## config.mk

```make
export PLATFORM = sky130hd
export DESIGN_NAME = rev_adder_engine
export DESIGN_NICKNAME = d
export VERILOG_FILES = /design/src/rtl/rev_adder_engine.sv
export SDC_FILE = /design/constraint.sdc
export NUM_CORES = 1
export LEC_CHECK = 0
export BUFFER_PORTS_ARGS = -buffer_cell sky130_fd_sc_hd__buf_2
export CORE_MARGIN = 10
export CORE_UTILIZATION = 50
export DETAILED_ROUTE_END_ITERATION = 6
export GPL_ROUTABILITY_DRIVEN = 0
export GPL_TIMING_DRIVEN = 0
export PLACE_DENSITY_LB_ADDON = 0.12
export SLEW_MARGIN = 20
export SYNTH_ARGS = -nofsm -noshare
export SYNTH_HDL_FRONTEND = slang
export SYNTH_SLANG_ARGS = --single-unit
```

## constraint.sdc

```tcl
create_clock -name clk -period 17.7 [get_ports clk]
set_clock_uncertainty 0.05 [all_clocks]
set_input_delay 2.655 -clock clk [delete_from_list [all_inputs] [get_ports clk]]
set_output_delay 2.655 -clock clk [all_outputs]
set_load 0.01 [all_outputs]
```

## src/rtl/rev_adder_engine.sv

```systemverilog
module rev_adder_engine #(
  parameter int N = 8
) (
  input  logic         clk,
  input  logic         rst_n,
  input  logic         start,
  input  logic         sub_mode,
  input  logic [N-1:0] a_in,
  input  logic [N:0]   b_in,
  output logic         busy,
  output logic         done,
  output logic [N-1:0] a_out,
  output logic [N:0]   sum_out,
  output logic [N-2:0] scratch_out,
  output logic         sign_out
);
  localparam int W     = 3 * N;
  localparam int ZERO  = W;
  localparam int ONE   = W + 1;
  localparam int IW    = $clog2(W + 2);
  localparam int STEPS = 8 * N - 2;
  localparam int KW    = $clog2(STEPS);
  localparam logic [KW-1:0] LAST = KW'(STEPS - 1);

  logic [W-1:0]  st, st_next;
  logic [KW-1:0] k;
  logic          rev;
  logic [IW-1:0] g_c1, g_c2, g_t;
  logic [W+1:0]  ext;
  logic          flip;

  function automatic int ia(int i);
    return i;
  endfunction
  function automatic int ib(int i);
    return N + i;
  endfunction
  function automatic int ic(int i);
    if (i == 0) return ZERO;
    if (i == N) return 2 * N;
    return 2 * N + i;
  endfunction

  always_comb begin
    int kk, i, s;
    kk   = int'(k);
    g_c1 = IW'(ONE);
    g_c2 = IW'(ONE);
    g_t  = '0;
    if (kk < 3 * N) begin
      i = kk / 3;
      s = kk % 3;
      case (s)
        0:       begin g_c1 = IW'(ia(i)); g_c2 = IW'(ib(i)); g_t = IW'(ic(i + 1)); end
        1:       begin g_c1 = IW'(ia(i)); g_t = IW'(ib(i)); end
        default: begin g_c1 = IW'(ic(i)); g_c2 = IW'(ib(i)); g_t = IW'(ic(i + 1)); end
      endcase
    end else if (kk < 3 * N + 2) begin
      g_c1 = IW'(ia(N - 1));
      g_t  = IW'(ib(N - 1));
    end else if (kk == 3 * N + 2) begin
      g_c1 = IW'(ic(N - 1));
      g_t  = IW'(ib(N - 1));
    end else begin
      i = N - 2 - (kk - 3 * N - 3) / 5;
      s = (kk - 3 * N - 3) % 5;
      case (s)
        0:       begin g_c1 = IW'(ic(i)); g_c2 = IW'(ib(i)); g_t = IW'(ic(i + 1)); end
        1:       begin g_c1 = IW'(ia(i)); g_t = IW'(ib(i)); end
        2:       begin g_c1 = IW'(ia(i)); g_c2 = IW'(ib(i)); g_t = IW'(ic(i + 1)); end
        3:       begin g_c1 = IW'(ia(i)); g_t = IW'(ib(i)); end
        default: begin g_c1 = IW'(ic(i)); g_t = IW'(ib(i)); end
      endcase
    end
  end

  assign ext     = {1'b1, 1'b0, st};
  assign flip    = ext[g_c1] & ext[g_c2];
  assign st_next = st ^ ({{(W-1){1'b0}}, flip} << g_t);

  always_ff @(posedge clk) begin
    if (!rst_n) begin
      st   <= '0;
      k    <= '0;
      rev  <= 1'b0;
      busy <= 1'b0;
      done <= 1'b0;
    end else begin
      done <= 1'b0;
      if (!busy) begin
        if (start) begin
          st   <= {{(N-1){1'b0}}, b_in, a_in};
          rev  <= sub_mode;
          k    <= sub_mode ? LAST : '0;
          busy <= 1'b1;
        end
      end else begin
        st <= st_next;
        if (rev ? (k == '0) : (k == LAST)) begin
          busy <= 1'b0;
          done <= 1'b1;
        end else begin
          k <= rev ? k - 1'b1 : k + 1'b1;
        end
      end
    end
  end

  assign a_out       = st[N-1:0];
  assign sum_out     = st[2*N:N];
  assign scratch_out = st[W-1:2*N+1];
  assign sign_out    = st[2*N];
endmodule

```

==> flow_metrics.tcl, run 1 <==
set metrics [dict create \
    outcome "finished clean" \
    synth_top_cell_by_area "dfxtp_1" \
    drc 0 \
    cp.required_ns 17.86 \
    synth_area_leaders "dfxtp_1 10%, ha_1 6.0%, a21oi_1 4.5%" \
    cts.clk_slew.worst_paths_ns 0.05 \
    synthAdderAreaFrac_pct 6.788 \
    hold_violations 0 \
    hp-class "register to register" \
    async_flop_share_pct 0 \
    synth.most_common_cell "nor2_1" \
    switchingPower_uw 790.2 \
    h-tree-depth 2 \
    ys_warn_count 0 \
    synth_xor_area_share_pct 4.854 \
    gr-total-overflow 0 \
    critPathSlowestCell "a21oi_1" \
    power.share.clock_pct 6.1 \
    tns_ns 0 \
    synth-simple-area-share_pct 26.09 \
    max-vdd-ir-drop_mv 0.08940 \
    grt_start_max_net_pins 14 \
    crit_start "k[3]" \
    cpPeakStageDelay_ns 0.58 \
    seq_power_share_pct 6.9 \
    avgViaCountPerCell 6.642 \
    totalWireLength_um 21480 \
    die_w_um 133.8 \
    worst_pin_slew_ns 0.7618 \
    synth_common_cells "68 x nor2_1, 66 x nand2_1, 58 x a21oi_1" \
    antenna_left 0 \
    ys_types 109 \
    r2r-start "k[3]" \
    synth_edf_count 0 \
    dpl_cell_area_um2 6920 \
    synthFlopType "dfxtp_1" \
    drt_iter0_markers 684 \
    holdWs_ns 0.4386 \
    ctsHoldBuffers 0 \
    maxSlewHeadroom_pct 49.21 \
    clock_latency_ns 0.28 \
    worst-r2r-setup-slack_ns 5.40 \
    die-area_um2 17890 \
    multi_input_area_um2 5401 \
    tritoncts "done" \
    critPathArrivalTime_ns 12.46 \
    max_cap_viol_count 0 \
    port_buffers 47 \
    drv_slew 0 \
    drt_pre_antenna_iters 5 \
    synth_compound_area_share_pct 38.74 \
    synth_top_family_by_area "compound AO/OA/AOI/OAI gates" \
    area_growth_pct 8.973 \
    critPathKind "register to register" \
    dp_hpwl_um 16660 \
    crit_buf_inv 13 \
    syn_nets 949 \
    dp_cells 1115 \
    netSwitchingFraction_pct 59.19 \
    wl_per_cell_um 19.16 \
    crit_family "compound AO/OA/AOI/OAI gates" \
    seq_area_um2 660.6 \
    initial_core_util_pct 51.06 \
    end_kind "register" \
    cts_buffers 5 \
    power.total_uw 1335 \
    rows 41 \
    clk_path_buf_depth 2 \
    muxShareOfSynthArea_pct 7.020 \
    p_leak_uw 0.002662 \
    stdcell_area_um2 7051 \
    grt_pass1_wl_um 35310 \
    nFillCells 1305 \
    cts_resized 0 \
    fin_cells 1121 \
    seq_area_frac_synth_pct 10.21 \
    cts_sinks 33 \
    fp.dieH_um 133.8 \
    coreArea_um2 12670 \
    setup_violations 0 \
    power_density_nw_per_um2 189.4 \
    yosysTopAreaCellShare_pct 10.21 \
    grt_pass1_vias 7022 \
    antenna_found_initial 0 \
    cts-root-buf "clkbuf_16" \
    rsz0062_at_grt "false" \
    syn_area_per_cell_um2 7.221 \
    antenna_cells 0 \
    syn_inst 896 \
    finalCritPeriodShare_pct 69.49 \
    crit_top_cell "ha_1" \
    cts_setup_buffers 0 \
    io_pins 48 \
    fin_crit_ns 12.30 \
    grt_use_total_pct 22.97 \
    fmax_ghz 0.08130 \
    internal_power_uw 544.9 \
    start_kind "register" \
    ys_seq_elements 33 \
    fin_nets 1003 \
    path_max_fanout 11 \
    min_from "st[19]" \
    synth.cell_area_um2 6470 \
    dr_total_vias 7446 \
    combPwrFrac_pct 87.0 \
    drive_gt1_share_pct 14.01 \
]
[logic make-up (layout without fill, tap and decap cells)]
logic type | Yosys count | after routing
AOI/OAI and AO/OA | 339 | 339
and+or+nand+nor | 317 | 317
buffers and inverters | 95 | 148
muxes | 42 | 42
adders and majority gates | 35 | 35
xor gates and xnor gates | 35 | 35
DFF | 33 | 33
[flip-flops by register name, summed over array words and instances, names as in the netlist]
register  count
k             6
done          1
rev           1
busy          1
st           24
[layout make-up]
class | count | area share [%]
Clock inverter | 1 | 0.07098
Clock buffer | 5 | 1.775
Timing Repair Buffer | 47 | 3.336
Tap cell | 172 | 3.052
Buffer | 56 | 3.709
Inverter | 39 | 2.076
Multi-Input combinational cell | 768 | 76.61
Sequential cell | 33 | 9.370
[worst register-to-register path, delay by kind of cell, from the launching register on]
family                   cells  cell delay, ns
buffers and inverters       13            2.63
AND/OR/NAND/NOR             14            2.93
flip-flops                   1            0.45
AO/OA/AOI/OAI               12            2.95
XOR/XNOR                     3            0.57
multiplexers                 4            0.85
adder cells (fa/ha/maj)      6            1.82
[power by group through the flow]
stage	clock network [µW]	logic, µW	registers, µW
6_report	80.9	1160	92.2
5_1_grt	85.1	1270	93.5
4_1_cts	81.9	1140	91.8
3_5_place_dp	0	1130	93.3
3_3_place_gp	0	1130	93.3
2_1_floorplan	0	890	90.6
[stage by stage]
stage	worst slack (ns)	util (%)
floorplan	7.665	-
global placement	5.841	54.62
detailed placement	5.741	54.62
CTS	5.656	55.64
global route	4.537	55.64
finish	5.400	55.64
[layer usage]
layer / wire length, µm / vias up / part of all wire (%) / global-route usage [%]
met5: 0 / - / 0 / 0
met4: 531 / 0 / 2.5 / 7.618
met3: 1597 / 40 / 7.4 / 2.970
met2: 9790 / 331 / 46 / 37.69
met1: 9560 / 3492 / 45 / 30.23
li1: - / 3583 / - / -
[path summary, 6_finish.rpt]
kind              endpoint  depth (start not counted)
setup / recovery    st[21]                         52
hold / removal      st[19]                          2
setup reg to reg    st[21]                         52
hold reg to reg     st[19]                          2
[placed cells by master, fill, tap and decap left out, drive strengths merged, types with 11 or more instances in the layout]
cell	netlist	final
nor2	69	69
buf	22	69
nand2	67	67
o21ai	63	63
a21oi	61	61
clkbuf	34	39
inv	37	37
dfxtp	33	33
ha	31	31
nor3	29	29
xnor2	27	27
mux2i	27	27
nand3	25	25
a31oi	21	21
or3	19	19
a211oi	18	18
o211ai	17	17
nand2b	15	15
or4	15	15
mux2	14	14
nor2b	12	12
a22oi	12	12
a21o	11	11
or2	11	11
Power figures use the tool's default switching activity.
==> inputs of run 2 (changes only) <==
--- a/config.mk
+++ b/config.mk
@@ -5,6 +5,7 @@
 export SDC_FILE = /design/constraint.sdc
 export NUM_CORES = 1
 export LEC_CHECK = 0
+export ABC_AREA = 1
 export BUFFER_PORTS_ARGS = -buffer_cell sky130_fd_sc_hd__buf_2
 export CORE_MARGIN = 10
 export CORE_UTILIZATION = 50
==> constraint.sdc (replaced) <==
create_clock -name clk -period 11 [get_ports clk]
set_clock_uncertainty 0.05 [all_clocks]
set_input_delay 1.65 -clock clk [delete_from_list [all_inputs] [get_ports clk]]
set_output_delay 1.65 -clock clk [all_outputs]
set_load 0.01 [all_outputs]
==> run 2 against run 1 <==
Die area shrank 5.8%. Non-clock buffer count shrank 34. Largest cell class unchanged. Highest routed layer unchanged. Critical endpoint is now st[1]. Final cell count grew 13%. Sequential power grew 55%. Combinational power grew 81%. First-iteration DRC count shrank 24%. Sequential share of layout area grew 0.61 points.
==> flow_metrics.tcl, run 2 <==
set metrics [dict create \
    grt_pass1_vias 6320 \
    multi_input_area_um2 4606 \
    ctsHoldBuffers 0 \
    area_growth_pct 9.797 \
    worst_pin_slew_ns 0.7581 \
    fin_ws_ns 2.621 \
    antenna_left 0 \
    hold_violations 0 \
    crit_start "k[0]" \
    dpl_cell_area_um2 6447 \
    critPathKind "register to register" \
    syn_nets 1114 \
    synthFlopType "dfxtp_1" \
    cpPeakStageDelay_ns 0.60 \
    layout_common_cells "298 x nand2_1, 145 x nand3_1, 136 x inv_1" \
    cp.required_ns 11.13 \
    synth.most_common_cell "nand2_1" \
    drv_slew 0 \
    yosysTopAreaCellShare_pct 18.56 \
    r2r-start "k[0]" \
    power.total_uw 2408 \
    drive_gt1_share_pct 17.38 \
    synth_area_leaders "nand2_1 19%, nand3_1 12%, dfxtp_1 11%" \
    wl_per_cell_um 13.93 \
    fp.dieH_um 129.8 \
    rows 40 \
    ys_seq_elements 33 \
    h-tree-depth 2 \
    fin_nets 1168 \
    crit_top_cell "nand2_1" \
    power_density_nw_per_um2 363.7 \
    coreArea_um2 11910 \
    dr_total_vias 6832 \
    totalWireLength_um 17600 \
    reg2reg_depth 56 \
    cts_resized 0 \
    hp-class "register to register" \
    avgViaCountPerCell 5.409 \
    finalCritPeriodShare_pct 76.17 \
    p_leak_uw 0.003515 \
    synth_edf_count 0 \
    crit_buf_inv 12 \
    ys_types 54 \
    maxSlewHeadroom_pct 49.36 \
    drc 0 \
    port_buffers 47 \
    worst-r2r-setup-slack_ns 2.62 \
    seq_area_um2 660.6 \
    clock_latency_ns 0.29 \
    cts_buffers 5 \
    grt_pass1_wl_um 29930 \
    gr-total-overflow 0 \
    path_max_fanout 11 \
    syn_inst 1061 \
    rsz0062_at_grt "false" \
    end_kind "register" \
    nFillCells 1319 \
    dp_hpwl_um 14530 \
    start_kind "register" \
    fin_crit_ns 8.379 \
    antenna_found_initial 0 \
    ys_warn_count 0 \
    drt_pre_antenna_iters 5 \
    clk_path_buf_depth 2 \
    seq_area_frac_synth_pct 10.96 \
    setup_violations 0 \
    hold_depth 2 \
    final_common_cell "nand2_1" \
    io_pins 48 \
    min_from "st[22]" \
    initial_core_util_pct 50.61 \
    largest_reg_flops 24 \
    fin_cells 1263 \
    cts.clk_slew.worst_paths_ns 0.06 \
    outcome "finished clean" \
    grt_use_total_pct 21.29 \
    tritoncts "done" \
    max-vdd-ir-drop_mv 0.1903 \
    tns_ns 0 \
    grt_start_max_net_pins 13 \
    crit_cells 56 \
    antenna_cells 0 \
    cts_sinks 33 \
    cts-root-buf "clkbuf_16" \
    async_flop_share_pct 0 \
    syn_area_per_cell_um2 5.682 \
    synth_common_cells "298 x nand2_1, 145 x nand3_1, 136 x inv_1" \
    fmax_ghz 0.1193 \
    die_w_um 129.8 \
    synth_top_cell_by_area "nand2_1" \
    crit_family "simple AND/OR/NAND/NOR gates" \
    largestRegisters "st x24, k x6" \
    detailedPlace.worstSlack_ns 2.727 \
    synth.cell_area_um2 6028 \
    die-area_um2 16850 \
    critPathSlowestCell "dfxtp_1" \
    critPathArrivalTime_ns 8.51 \
    dp_cells 1255 \
    cts_setup_buffers 0 \
    largest_register "st" \
    max_cap_viol_count 0 \
    stdcell_area_um2 6619 \
    drt_iter0_markers 520 \
]
-- run 2: changes by cell type in the layout (fill, tap and decap cells not counted), moves of 21 or more --
| cell | change |
|---|---|
| nand4_1 | +26 |
| mux2i_1 | -27 |
| a31oi_1 | -21 |
| inv_1 | +102 |
| nand2_2 | +28 |
| a21oi_1 | -35 |
| nand2_1 | +232 |
| nand3_1 | +122 |
| clkbuf_1 | -21 |
| xnor2_1 | -22 |
-- run 2: layout make-up --
class	count	area share [%]
Multi-Input combinational cell	842	69.58
Sequential cell	33	9.981
Inverter	164	9.471
Timing Repair Buffer	47	3.554
Tap cell	147	2.779
Buffer	22	2.042
Clock buffer	5	1.890
Clock inverter	3	0.6994
-- run 2: worst reg2reg max path: cells and delay by family (launching register included) --
kind,cells,cell delay [ns]
simple gates,32,3.63
flops,1,0.60
compound gates,6,1.11
fa+ha+maj,6,1.38
buf+inv,12,1.50
-- run 2: cells by family (layout without fill, tap and decap cells) --
kind of cell    after synthesis  in the layout  share of synthesized area (%)
compound gates              113            113                          11.52
xor+xnor                     23             23                          3.342
fa+ha+maj                    32             32                          6.766
buf+inv                     186            241                          12.64
flops                        33             33                          10.96
simple gates                674            674                          54.77
-- run 2: worst paths after layout --
kind | endpoint
worst max-delay path | st[1]
worst max register to register | st[1]
worst min-delay path | st[22]
worst min register to register | st[22]
-- run 2: stage by stage --
stage	utilization [%]	hold WS [ns]
5_1_grt	55.57	0.4921
3_3_place_gp	54.13	0.4396
2_1_floorplan	-	0.4509
4_1_cts	55.57	0.4521
3_5_place_dp	54.13	0.4360
6_report	55.57	0.4485
-- run 2: routing by layer --
layer | vias up | wire [µm] | global-route usage (%)
li1 | 3549 | - | -
met1 | 3055 | 8336 | 29.51
met2 | 209 | 7730 | 33.01
met3 | 19 | 1370 | 5.030
met4 | 0 | 159 | 3.836
met5 | - | 0 | 0
-- run 2: power by group --
part / switching, µW / internal, µW / total, µW
Clock: 60.3 / 107 / 168
Combinational: 1420 / 681 / 2100
Sequential: 14.5 / 128 / 143
==> inputs of run 3 (changes only) <==
--- a/config.mk
+++ b/config.mk
@@ -5,7 +5,7 @@
 export SDC_FILE = /design/constraint.sdc
 export NUM_CORES = 1
 export LEC_CHECK = 0
-export ABC_AREA = 1
+export ABC_AREA = 0
 export BUFFER_PORTS_ARGS = -buffer_cell sky130_fd_sc_hd__buf_2
 export CORE_MARGIN = 10
 export CORE_UTILIZATION = 50
==> constraint.sdc (replaced) <==
create_clock -name clk -period 7.55 [get_ports clk]
set_clock_uncertainty 0.05 [all_clocks]
set_input_delay 1.1325 -clock clk [delete_from_list [all_inputs] [get_ports clk]]
set_output_delay 1.1325 -clock clk [all_outputs]
set_load 0.01 [all_outputs]
==> run 3 against run 2 <==
The flow now finishes with violations (setup timing). Register-to-register slack worse by 4.0 ns. Final area up 35%. Sequential cell count unchanged. Fmax down 6.4%.
==> flow_metrics.tcl, run 3 (synthesized netlist as in run 1, its figures left out) <==
set metrics [dict create \
    netSwitchingFraction_pct 53.43 \
    maxSlewHeadroom_pct 35.01 \
    die-area_um2 17890 \
    coreArea_um2 12670 \
    fmax_ghz 0.1117 \
    setup_violations 24 \
    initial_core_util_pct 51.06 \
    hp-class "register to register" \
    grt_pass1_vias 7580 \
    stdcell_area_um2 8961 \
    wl_per_cell_um 20.64 \
    dp_hpwl_um 16780 \
    fin_nets 1103 \
    layout_common_cells "96 x buf_4, 63 x nor2_1, 56 x nand2_1" \
    avgViaCountPerCell 6.745 \
    cts_buffers 5 \
    die_w_um 133.8 \
    crit_top_cell "ha_4" \
    totalWireLength_um 25240 \
    hold_violations 0 \
    tritoncts "done" \
    failed_checks "setup timing" \
    grt_most_used_layer "met2" \
    gr-total-overflow 0 \
    internal_power_uw 2196 \
    clock_latency_ns 0.29 \
    largest_register "st" \
    grt_start_max_net_pins 13 \
    dpl_cell_area_um2 7204 \
    path_max_fanout 8 \
    worst_pin_slew_ns 0.9684 \
    port_buffers 47 \
    outcome "finished, violations left" \
    antenna_found_initial 0 \
    combPwrFrac_pct 91.0 \
    ctsHoldBuffers 0 \
    max-vdd-ir-drop_mv 0.3508 \
    clk_path_buf_depth 2 \
    drt_pre_antenna_iters 6 \
    dr_total_vias 8249 \
    largestRegisters "st x24, k x6" \
    h-tree-depth 2 \
    power.total_uw 4715 \
    io_pins 48 \
    switchingPower_uw 2519 \
    cts_sinks 33 \
    fp.dieH_um 133.8 \
    power_density_nw_per_um2 526.1 \
    max_cap_viol_count 0 \
    drv_slew 0 \
    grt_pass1_wl_um 38340 \
    grt_use_met1_pct 32.88 \
    grt_use_total_pct 25.15 \
    use_met2_pct 41.63 \
    fin_ws_ns -1.402 \
    cp.required_ns 7.68 \
    area_growth_pct 38.50 \
    largest_reg_flops 24 \
    final_common_cell "buf_4" \
    seq_power_share_pct 4.6 \
    antenna_cells 0 \
    critPathArrivalTime_ns 9.08 \
    cts-root-buf "clkbuf_16" \
    start_kind "register" \
    cpPeakStageDelay_ns 0.55 \
    p_leak_uw 0.003485 \
    drive_gt1_share_pct 35.20 \
    cts.clk_slew.worst_paths_ns 0.06 \
    end_kind "register" \
    met3_usage_pct 3.346 \
    critPathKind "register to register" \
    tns_ns -30.21 \
    finalCritPeriodShare_pct 118.6 \
    antenna_left 0 \
    drt_iter0_markers 799 \
    rsz0062_at_grt "true" \
    drc 0 \
    rows 41 \
    critPathSlowestCell "or4_4" \
    power.share.clock_pct 4.4 \
    fin_crit_ns 8.952 \
]
## run 3: cell count changes in the layout (fill, tap and decap cells not counted), moves of 22 or more
cell | before | now
nand3_1 | 145 | 19
mux2i_1 | 0 | 24
inv_1 | 136 | 26
a21oi_1 | 23 | 47
nand2_1 | 298 | 56
nand4_1 | 32 | 6
buf_4 | 3 | 96
nor2_1 | 85 | 63
nand2_2 | 29 | 5
## run 3: metal layers
| layer | wire length, µm | up-vias |
|---|---|---|
| met3 | 2169 | 73 |
| met4 | 685 | 0 |
| li1 | - | 3801 |
| met5 | 0 | - |
| met2 | 11920 | 463 |
| met1 | 10470 | 3912 |
## run 3: repair_timing
action,CTS,global route
pin swaps,47,77
setup buffers,66,42
endpoints found under the setup margin,24,24
gates resized for setup,97,92
## run 3: worst paths after layout
check	from	to	slack, ns	cells after the start
min	st[19]	st[19]	0.46	2
min reg2reg	st[19]	st[19]	0.46	2
max	k[0]	st[1]	-1.40	48
max reg2reg	k[0]	st[1]	-1.40	48
## run 3: power by group through the flow
| stage | logic [µW] | registers (µW) | clock network [µW] |
|---|---|---|---|
| floorplan | 2240 | 214 | 0 |
| global placement | 2810 | 221 | 0 |
| detailed placement | 2810 | 221 | 0 |
| CTS | 3460 | 215 | 206 |
| global route | 4550 | 218 | 212 |
| finish | 4290 | 217 | 208 |
## run 3: critical path: cells and delay by family, from the launching register on
family	cells	cell delay, ns
muxes	4	1.01
adders and majority gates	6	1.26
buffers and inverters	8	0.68
DFF	1	0.38
AOI/OAI and AO/OA	13	2.36
xor gates and xnor gates	3	0.39
and+or+nand+nor	14	2.70
## run 3: cell type report
cell class / instances / area (µm²)
Buffer: 50 / 360.3
Clock buffer: 5 / 125.1
Clock inverter: 3 / 16.27
Fill cell: 1037 / 3710
Inverter: 39 / 171.4
Multi-Input combinational cell: 768 / 6284
Sequential cell: 33 / 676.9
Tap cell: 172 / 215.2
Timing Repair Buffer: 153 / 1112
## run 3: through the flow
step / worst slack (ns) / cells / util [%] / hold WS [ns]
after CTS: -1.277 / 1185 / 65.19 / 0.4365
after floorplan: -1.474 / 896 / - / 0.4531
after detailed placement: -2.651 / 1115 / 56.86 / 0.4230
after global routing: -1.725 / 1223 / 70.72 / 0.4731
after global placement: -2.582 / 1115 / 56.86 / 0.4272
final: -1.402 / 1223 / 70.72 / 0.4597
